[src/rtl/pscm_pkg.sv]
package pscm_pkg;

    // Sine table geometry
    localparam int SW  = 16;             // table sample width
    localparam int QB  = 8;              // quarter-wave index bits
    localparam int QN  = 1 << QB;        // quarter-wave entries
    localparam int AMP = (1 << SW) - 1;  // full-scale sample

    localparam real PI_R = 3.14159265358979323846;

    // Rectified reference together with its sign
    typedef struct packed {
        logic          neg;
        logic [SW:0]   mag;   // 0 .. AMP+1 (AMP+1 marks a clipped reference)
    } ref_t;

    // Quarter-wave sample at the middle of slot i
    function automatic int sine_entry(input int i);
        real x;
        x = PI_R * (2.0 * real'(i) + 1.0) / (4.0 * real'(QN));
        return $rtoi(real'(AMP) * $sin(x) + 0.5);
    endfunction

endpackage

[src/rtl/pscm_ref_gen.sv]
module pscm_ref_gen
    import pscm_pkg::*;
#(
    parameter int PH_W    = 32,
    parameter int MI_W    = 8,
    parameter int MI_FRAC = 6
) (
    input  logic            clk,
    input  logic            rst,
    input  logic [PH_W-1:0] fund_step,
    input  logic [MI_W-1:0] mod_idx,
    output ref_t            ref_o
);

    localparam int PW = SW + MI_W;

    logic [PH_W-1:0] acc;
    logic [1:0]      quad;
    logic [QB-1:0]   idx;
    logic [QB-1:0]   look;
    logic [SW-1:0]   rom [QN];
    logic [SW-1:0]   samp;
    logic [PW-1:0]   prod;
    logic [PW-1:0]   scaled;
    logic [SW:0]     mag;

    // Phase accumulator
    always_ff @(posedge clk) begin
        if (rst) acc <= '0;
        else     acc <= acc + fund_step;
    end

    // Quarter-wave table, filled at elaboration
    for (genvar g = 0; g < QN; g++) begin : g_rom
        localparam int VAL = sine_entry(g);
        assign rom[g] = SW'(VAL);
    end

    assign quad = acc[PH_W-1 -: 2];
    assign idx  = acc[PH_W-3 -: QB];

    if (PH_W > QB + 2) begin : g_lsb
        logic lsb_unused;
        assign lsb_unused = ^acc[PH_W-QB-3:0];
    end

    // Odd quadrants read the table backwards
    assign look = quad[0] ? ~idx : idx;
    assign samp = rom[look];

    // Scale by the modulation index, then clip
    assign prod   = PW'(samp) * PW'(mod_idx);
    assign scaled = prod >> MI_FRAC;

    always_comb begin
        if (scaled > PW'(AMP)) mag = (SW+1)'(AMP + 1);
        else                   mag = scaled[SW:0];
    end

    assign ref_o.mag = mag;
    assign ref_o.neg = quad[1] && (mag != '0);

endmodule

[src/rtl/pscm_carrier_bank.sv]
module pscm_carrier_bank #(
    parameter int N_CAR = 4,
    parameter int CW    = 16
) (
    input  logic          clk,
    input  logic          rst,
    input  logic [CW-1:0] car_half,
    output logic [CW-1:0] car_o [N_CAR]
);

    localparam int OW = CW + 2 + $clog2(N_CAR + 1);

    logic [CW:0] span;
    logic [CW:0] last;

    assign span = {car_half, 1'b0};
    assign last = span - 1'b1;

    for (genvar g = 0; g < N_CAR; g++) begin : g_car
        logic [OW-1:0] start;
        logic [CW:0]   ph;

        // Evenly spread start phase over one carrier period
        assign start = (OW'(g) * OW'(span)) / OW'(N_CAR);

        always_ff @(posedge clk) begin
            if (rst)             ph <= start[CW:0];
            else if (ph >= last) ph <= '0;
            else                 ph <= ph + 1'b1;
        end

        // Fold the phase into a triangle that peaks at car_half
        always_comb begin
            if (ph < {1'b0, car_half}) car_o[g] = ph[CW-1:0];
            else if (ph <= span)       car_o[g] = CW'(span - ph);
            else                       car_o[g] = '0;
        end
    end

endmodule

[src/rtl/pscm_level_sum.sv]
module pscm_level_sum
    import pscm_pkg::*;
#(
    parameter int N_CAR = 4,
    parameter int CW    = 16
) (
    input  logic                clk,
    input  logic                rst,
    input  ref_t                ref_i,
    input  logic [CW-1:0]       car_half,
    input  logic [CW-1:0]       car_i [N_CAR],
    output logic signed [$clog2(N_CAR+1):0] level_o,
    output logic                half_neg
);

    localparam int CNTW = $clog2(N_CAR + 1);
    localparam int LW   = CNTW + 1;
    localparam int XW   = SW + CW + 1;

    logic [XW-1:0]        lhs;
    logic [CNTW-1:0]      cnt;
    logic signed [LW-1:0] mag_s;
    logic signed [LW-1:0] lvl_d;

    // Reference scaled into carrier units by cross-multiplication
    assign lhs = XW'(ref_i.mag) * XW'(car_half);

    always_comb begin
        cnt = '0;
        for (int k = 0; k < N_CAR; k++) begin
            if (lhs > XW'(car_i[k]) * XW'(AMP)) cnt = cnt + CNTW'(1);
        end
    end

    assign mag_s = $signed({1'b0, cnt});
    assign lvl_d = ref_i.neg ? -mag_s : mag_s;

    always_ff @(posedge clk) begin
        if (rst) begin
            level_o  <= '0;
            half_neg <= 1'b0;
        end else begin
            level_o  <= lvl_d;
            half_neg <= ref_i.neg;
        end
    end

endmodule

[src/rtl/pscm_level_mod.sv]
module pscm_level_mod
    import pscm_pkg::*;
#(
    parameter int N_CAR   = 4,
    parameter int PH_W    = 32,
    parameter int CW      = 16,
    parameter int MI_W    = 8,
    parameter int MI_FRAC = 6
) (
    input  logic                            clk,
    input  logic                            rst,
    input  logic [MI_W-1:0]                 mod_idx,
    input  logic [CW-1:0]                   car_half,
    input  logic [PH_W-1:0]                 fund_step,
    output logic signed [$clog2(N_CAR+1):0] level_o,
    output logic                            half_neg
);

    ref_t          ref_w;
    logic [CW-1:0] car_val [N_CAR];

    pscm_ref_gen #(
        .PH_W   (PH_W),
        .MI_W   (MI_W),
        .MI_FRAC(MI_FRAC)
    ) u_ref (
        .clk      (clk),
        .rst      (rst),
        .fund_step(fund_step),
        .mod_idx  (mod_idx),
        .ref_o    (ref_w)
    );

    pscm_carrier_bank #(
        .N_CAR(N_CAR),
        .CW   (CW)
    ) u_car (
        .clk     (clk),
        .rst     (rst),
        .car_half(car_half),
        .car_o   (car_val)
    );

    pscm_level_sum #(
        .N_CAR(N_CAR),
        .CW   (CW)
    ) u_sum (
        .clk     (clk),
        .rst     (rst),
        .ref_i   (ref_w),
        .car_half(car_half),
        .car_i   (car_val),
        .level_o (level_o),
        .half_neg(half_neg)
    );

endmodule

[config.mk]
export PLATFORM = sky130hd
export DESIGN_NAME = pscm_level_mod
export DESIGN_NICKNAME = d
export VERILOG_FILES = /design/src/rtl/pscm_pkg.sv /design/src/rtl/pscm_ref_gen.sv /design/src/rtl/pscm_carrier_bank.sv /design/src/rtl/pscm_level_sum.sv /design/src/rtl/pscm_level_mod.sv
export SDC_FILE = /design/constraint.sdc
export NUM_CORES = 2
export LEC_CHECK = 0
export ABC_AREA = 1
export BUFFER_PORTS_ARGS = -buffer_cell sky130_fd_sc_hd__buf_2
export CAP_MARGIN = 20
export CORE_MARGIN = 2
export CORE_UTILIZATION = 53
export CTS_BUF_LIST = sky130_fd_sc_hd__clkbuf_2
export CTS_CLUSTER_DIAMETER = 100
export DETAILED_ROUTE_END_ITERATION = 12
export HOLD_SLACK_MARGIN = 0.12
export PLACE_DENSITY = 0.67
export SETUP_SLACK_MARGIN = 0.15
export SKIP_CTS_REPAIR_TIMING = 1
export SYNTH_ARGS = -nofsm -noshare
export SYNTH_HDL_FRONTEND = slang
export SYNTH_SLANG_ARGS = --single-unit
[constraint.sdc]
create_clock -name clk -period 21.7 [get_ports clk]
set_input_delay 1.085 -clock clk [delete_from_list [all_inputs] [get_ports clk]]
set_output_delay 1.085 -clock clk [all_outputs]
set_load 0.03 [all_outputs]
# [Word-level counts from Yosys, hierarchy flattened]
# Memories as Yosys holds them, arrays and structs flattened.
# Index checks and enable logic that the tools add are counted.
[word_totals] output_inout_bits=5 romBits=4096 ff_bits=105 wordCells=82 inputBits=58 mem_count=1
[op_classes] add_sub_neg=14 reduce_logical=6 mul=7 n_lt_le_gt_ge=18 bitwise_logic=3 muxes=23
[mem_list] name="(no name shown)" words=256 word_bits=16 rd=1 rd_clocked_by_memory_dff=0 write_ports=0 line_no="pscm_ref_gen.sv:49" text="assign samp = rom[look];"
[ops] operator="two-way mux 16 bit" count=12
[ops] operator="> comparator 33 x 32 -> 1 bit" count=4
[ops] operator="multiplier 16 x 16 -> 32 bit, second input constant" count=4
[ops] operator="adder 17 x 1 -> 17 bit, second input constant" count=4
[ops] operator="greater-or-equal comparator 17 bit" count=4
[ops] operator="<= comparator 17 bit" count=4
[ops] operator="less-than comparator 17 x 16 -> 1 bit" count=4
[ops] operator="subtractor 16 bit" count=4
[ops] operator="two-way mux 17 bit" count=3
[ops] operator="multiplier 17 x 16 -> 33 bit" count=1
[ops] operator="adder 32 bit" count=1
[ops] operator="two-way mux 15 bit" count=2
[ops] operator="multiplier 16 x 8 -> 24 bit" count=1
[ops] operator="> comparator 18 x 16 -> 1 bit, second input constant" count=1
[ops] operator="multiplier 2 x 16 -> 18 bit, first input constant" count=1
[ops] operator="nonzero test 17 bit" count=1
[ops] operator="subtractor 17 x 1 -> 17 bit, second input constant" count=1
[ops] operator="two-way mux 3 bit" count=4
[ops] operator="greater-or-equal comparator 9 bit, second input constant" count=1
[ops] operator="NOT 8 -> 9 bit" count=1
[ops] operator="two-way mux 8 bit" count=1
[ops] operator="NOT 8 bit" count=1
[ops] operator="OR reduction 2 bit" count=4
[ops] operator="adder 3 x 1 -> 3 bit, second input constant" count=2
[ops] operator="5 further kinds" count=5

# [Logic depth before layout (Yosys ltp)]
[logic_depth] word_depth=20 ltp_mapped=92 ltp_nobuf=89

# [By module]
# Synthesis repeated with hierarchy kept, for this count alone.
[hier_totals] cells_unflattened=7645 hier_area_um2=56534.2
[by_module_without_submodules] module="pscm_level_sum" cells_per_inst=4035 area_each_um2=33761.1 instances=1
[by_module_without_submodules] module="pscm_carrier_bank" cells_per_inst=1890 area_each_um2=12523.3 instances=1
[by_module_without_submodules] module="pscm_ref_gen" cells_per_inst=1720 area_each_um2=10249.8 instances=1

# [Worst setup path after synthesis]
# No wires, ideal clock.
[synth_timing] path_kind="register to register" startpoint="reg u_ref.acc[30]" endpoint="reg u_sum.level_o[1]" setup_slack_ns=7.137 path_stages_with_launch=79 t_arrival_ns=14.452 setup_time_ns=0.111 path_cell_list="dfxtp_1 -> buf_6 -> nand2_2 -> nand2_4 -> inv_2 -> buf_6 -> buf_2 -> nor2_1 -> inv_1 -> o221ai_1 -> nand3_1 -> a221o_1 -> nand2_1 -> nand2_1 -> inv_1 -> nand2_1 -> fa_1 -> inv_1 -> [43 not listed] -> ha_1 -> inv_1 -> nor4_1 -> nand4_1 -> nor3_1 -> nand3_1 -> nand2_1 -> ha_1 -> inv_1 -> nand2_1 -> nand2_1 -> inv_1 -> ha_1 -> o21ai_0 -> ha_1 -> nand3b_1 -> nand2_1 -> nor2_1"
[synth_via] elab_chain_len=19
[synth_rtl] element="start, declared" line_no="pscm_ref_gen.sv:17" text="logic [PH_W-1:0] acc;"
[synth_rtl] element="start signal, assigned" line_no="pscm_ref_gen.sv:30" text="else acc <= acc + fund_step;"
[synth_rtl] element="two-way mux 8 bit *" line_no="pscm_ref_gen.sv:48" text="assign look = quad[0] ? ~idx : idx;"
[synth_rtl] element="NOT 8 -> 9 bit (not written as such) *" line_no="pscm_ref_gen.sv:49"
[synth_rtl] element="memory (256 x 16 bit) *"
[synth_rtl] element="two-way mux 16 bit (not written as such) * (2 in a row)" line_no="pscm_ref_gen.sv:49"
[synth_rtl] element="multiplier 16 x 8 -> 24 bit *" line_no="pscm_ref_gen.sv:52" text="assign prod = PW'(samp) * PW'(mod_idx);"
[synth_rtl] element="> comparator 18 x 16 -> 1 bit" line_no="pscm_ref_gen.sv:56" text="if (scaled > PW'(AMP)) mag = (SW+1)'(AMP + 1);"
[synth_rtl] element="two-way mux 17 bit *" line_no="pscm_ref_gen.sv:56"
[synth_rtl] element="multiplier 17 x 16 -> 33 bit" line_no="pscm_level_sum.sv:26" text="assign lhs = XW'(ref_i.mag) * XW'(car_half);"
[synth_rtl] element="[2 not listed]"
[synth_rtl] element="adder 1 x 1 -> 2 bit" line_no="pscm_level_sum.sv:31" text="if (lhs > XW'(car_i[k]) * XW'(AMP)) cnt = cnt + CNTW'(1);"
[synth_rtl] element="two-way mux 3 bit" line_no="pscm_level_sum.sv:31"
[synth_rtl] element="adder 3 x 1 -> 3 bit" line_no="pscm_level_sum.sv:31"
[synth_rtl] element="two-way mux 3 bit" line_no="pscm_level_sum.sv:31"
[synth_rtl] element="adder 3 x 1 -> 3 bit" line_no="pscm_level_sum.sv:31"
[synth_rtl] element="two-way mux 3 bit" line_no="pscm_level_sum.sv:31"
[synth_rtl] element="negation 3 -> 4 bit" line_no="pscm_level_sum.sv:36" text="assign lvl_d = ref_i.neg ? -mag_s : mag_s;"
[synth_rtl] element="two-way mux 3 bit *" line_no="pscm_level_sum.sv:36"
[synth_rtl] element="end signal, assigned" line_no="pscm_level_sum.sv:43" text="level_o <= lvl_d;"
[synth_rtl] element="end, declared" line_no="pscm_level_sum.sv:12" text="output logic signed [$clog2(N_CAR+1):0] level_o,"
# Every way passes the cells marked *; elsewhere a longest branch is shown, timed or not. The select of a mux whose other input is x is not followed.
# A chain may end at the register's enable or synchronous reset.

# [Final worst setup path]
[layout_timing] startpoint="reg u_ref.acc[30]" endpoint="reg u_sum.level_o[2]"
# The elaborated chain is that of the path after synthesis.

==> results.sh <==
export IMPL_grt_remaining_overflow=0
export IMPL_report_final_slew_viol_count=0
export IMPL_critPathRequiredTime_ns=22.43
export IMPL_cts_max_path_buffers=2
export IMPL_die_x_um=321.8
export IMPL_layout_cells_most_common_list="inv_1, nand2_1, ha_1"
export IMPL_ff2ff_setup_slack_ns=2.64
export IMPL_initial_core_util_pct=53.46
export IMPL_number_of_failing_hold_endpoints_at_the_final_stage=0
export IMPL_slew_margin_rel_pct=17.75
export IMPL_gp_routability_congestion=1.078
export IMPL_syn_area_per_cell_um2=7.721
export IMPL_root_buffer_selected_by_cts="clkbuf_2"
export IMPL_fmax_ghz=0.05246
export IMPL_timing_rr_end="u_sum.level_o[2]$_SDFF_PP0_"
export IMPL_syn_inst=6934
export IMPL_route_detailed_wl_per_inst_um=22.01
export IMPL_numCtsBuffers=9
export IMPL_placementRows=116
export IMPL_hold_path_class="in2reg"
export IMPL_globalRouteTotalUtil_pct=35.65
export IMPL_postPlaceCellArea_um2=55600
export IMPL_status="finished clean"
export IMPL_synth_fp_nets=8741
export IMPL_die_height_um=321.8
export IMPL_max_cap_violation_count=0
export IMPL_global_route_wire_length_before_repair_um=281100
export IMPL_crit_path_end="u_sum.level_o[2]$_SDFF_PP0_"
export IMPL_synth_distinct_cells=63
export IMPL_skew_ns=0.06111
export IMPL_violation_count_after_the_first_detailed_route_iteration=4310
export IMPL_firstDrtPassIters=8
export IMPL_finalSetupViolations=0
export IMPL_core_um2=100100
export IMPL_htree_depth=3
export IMPL_final_common_cell="inv_1"
export IMPL_avgViaCountPerCell=5.782
export IMPL_clock_sink_count=105
export IMPL_instances_no_fill=8275
export IMPL_clk_insertion_delay_late_ns=0.80
export IMPL_cts_tree="built"
export IMPL_postRouteWirelength_um=182100
export IMPL_die_area_um2=103600
export IMPL_dp_final_hpwl_um=152300
export IMPL_finalWorstPathRequiredPeriod_ns=19.06
export IMPL_register_area_um2=2102
export IMPL_crit_path_frequent_cell="nand2_1"
export IMPL_end_kind="register"
export IMPL_n_fill_cell=9681
export IMPL_place_port_buffers=62
export IMPL_critPathSlowestCell="dfxtp_1"
export IMPL_area_of_combinational_cells_with_multiple_inputs_um2=45240
export IMPL_count_of_state_elements_after_synthesis=105
export IMPL_crit_path_start_kind="register"
export IMPL_clkSlewWorstSetupHoldPaths_ns=0.37
export IMPL_net_count_reported_at_finish=8777
export IMPL_synthesis_area_um2=53540
export IMPL_final_area_um2=55750
export IMPL_timing_worst_slew_pin_value_ns=1.221
export IMPL_crit_path_max_incr_delay_ns=0.89
export IMPL_area_growth_pct=4.129
export IMPL_number_of_global_route_vias_before_repair=48360
export IMPL_route_antenna_remaining_nets=0
export IMPL_r2r_start="u_ref.acc[30]$_SDFF_PP0_"
export IMPL_finalSetupTns_ns=0
export IMPL_ios=63
export IMPL_cell_count_of_the_worst_reg_to_reg_path=72
export IMPL_drive_above_1_share_pct=3.584
export IMPL_synth_enable_flop_cells=0
export IMPL_ys_dominant_reg_cell="dfxtp_1"
export IMPL_min_period_over_period_pct=87.84
export IMPL_number_of_placed_cells_counting_well_taps=8254
export IMPL_grt_setup_unrepaired="false"
export IMPL_num_vias=47850
export IMPL_critical_path_peak_fanout=19
export IMPL_cp_startpoint="u_ref.acc[30]$_SDFF_PP0_"
export IMPL_detail_route_drc_violations=0
export IMPL_synth_yosys_seq_area_share_pct=3.926
export IMPL_ys_async_sr_fraction_pct=0
export IMPL_number_of_warnings_issued_by_yosys=0
export IMPL_critPathArrivalTime_ns=19.79
export IMPL_critPathKind="reg2reg"
export IMPL_grt_max_degree=65
export IMPL_final_hold_worst_slack_ns=0.5991
export IMPL_antenna_found_initial=6
-- metal layers --
layer | global-route usage (%) | vias up | share of wire (%)
met5 | 0.04728 | - | 0.023
met3 | 6.476 | 535 | 8.4
met4 | 17.36 | 6 | 5.7
li1 | - | 22170 | -
met2 | 57.05 | 1987 | 45
met1 | 46.52 | 23140 | 41
-- kinds of logic (layout without fill, tap and decap cells) --
group,count (synthesis),in the layout,share of synthesized area [%]
xor+xnor,256,256,4.237
flops,105,105,3.926
fa+ha+maj,1749,1749,52.05
other cells,0,2,0
simple gates,2047,2047,15.87
compound gates,1120,1120,12.17
buf+inv,1657,1698,11.75
-- layout make-up --
class	count	area share, %
multi-input combinational	5172	81.15
inverter	1550	10.44
sequential	105	3.770
tap	1298	2.913
timing repair buffer	132	1.499
clock inverter	6	0.1324
clock buffer	10	0.08977
antenna	2	0.008977
-- flip-flops by register name, summed over array words and instances, names as in the netlist --
name,flops
u_sum.level_o,4
u_car.g_car.ph,68
u_ref.acc,32
u_sum.half_neg,1
-- critical path: cells and delay by family, from the launching register on --
family          cells  cell delay, ns
simple gates       26            4.34
compound gates     17            4.63
xor+xnor            1            0.78
flops               1            0.89
fa+ha+maj          16            6.95
buf+inv            12            1.35
-- Yosys cell counts (67+ instances only) --
library cell	instances	area [µm²]
a21oi_1	492	2462
clkbuf_1	73	274.0
dfxtp_1	105	2102
fa_1	797	15960
ha_1	952	11910
inv_1	1522	5713
nand2_1	1057	3968
nand3_1	199	996.0
nor2_1	563	2113
nor3_1	76	380.4
o21ai_0	268	1341
o22ai_1	67	419.2
xnor2_1	107	937.2
xor2_1	147	1287
-- worst min path at each step --
stage	startpoint	end	slack (ns)	cells past startpoint
6_report	fund_step[30]	u_ref.acc[30]$_SDFF_PP0_	0.60	3
5_1_grt	fund_step[30]	u_ref.acc[30]$_SDFF_PP0_	0.60	3
4_1_cts	fund_step[30]	u_ref.acc[30]$_SDFF_PP0_	0.55	3
3_5_place_dp	u_ref.acc[0]$_SDFF_PP0_	u_ref.acc[0]$_SDFF_PP0_	0.54	3
3_3_place_gp	u_ref.acc[0]$_SDFF_PP0_	u_ref.acc[0]$_SDFF_PP0_	0.53	3
2_1_floorplan	u_car.g_car[0].ph[0]$_SDFF_PP0_	u_car.g_car[0].ph[0]$_SDFF_PP0_	0.48	1
-- metrics by stage --
step | setup WS, ns | util (%)
2_1_floorplan | 7.137 | -
4_1_cts | 2.995 | 55.64
3_3_place_gp | 3.332 | 55.52
5_1_grt | 1.671 | 55.67
6_report | 2.638 | 55.67
3_5_place_dp | 3.137 | 55.52
Power is not shown: default switching activity piles up to over one toggle a cycle in this logic, so the estimate is an artifact.
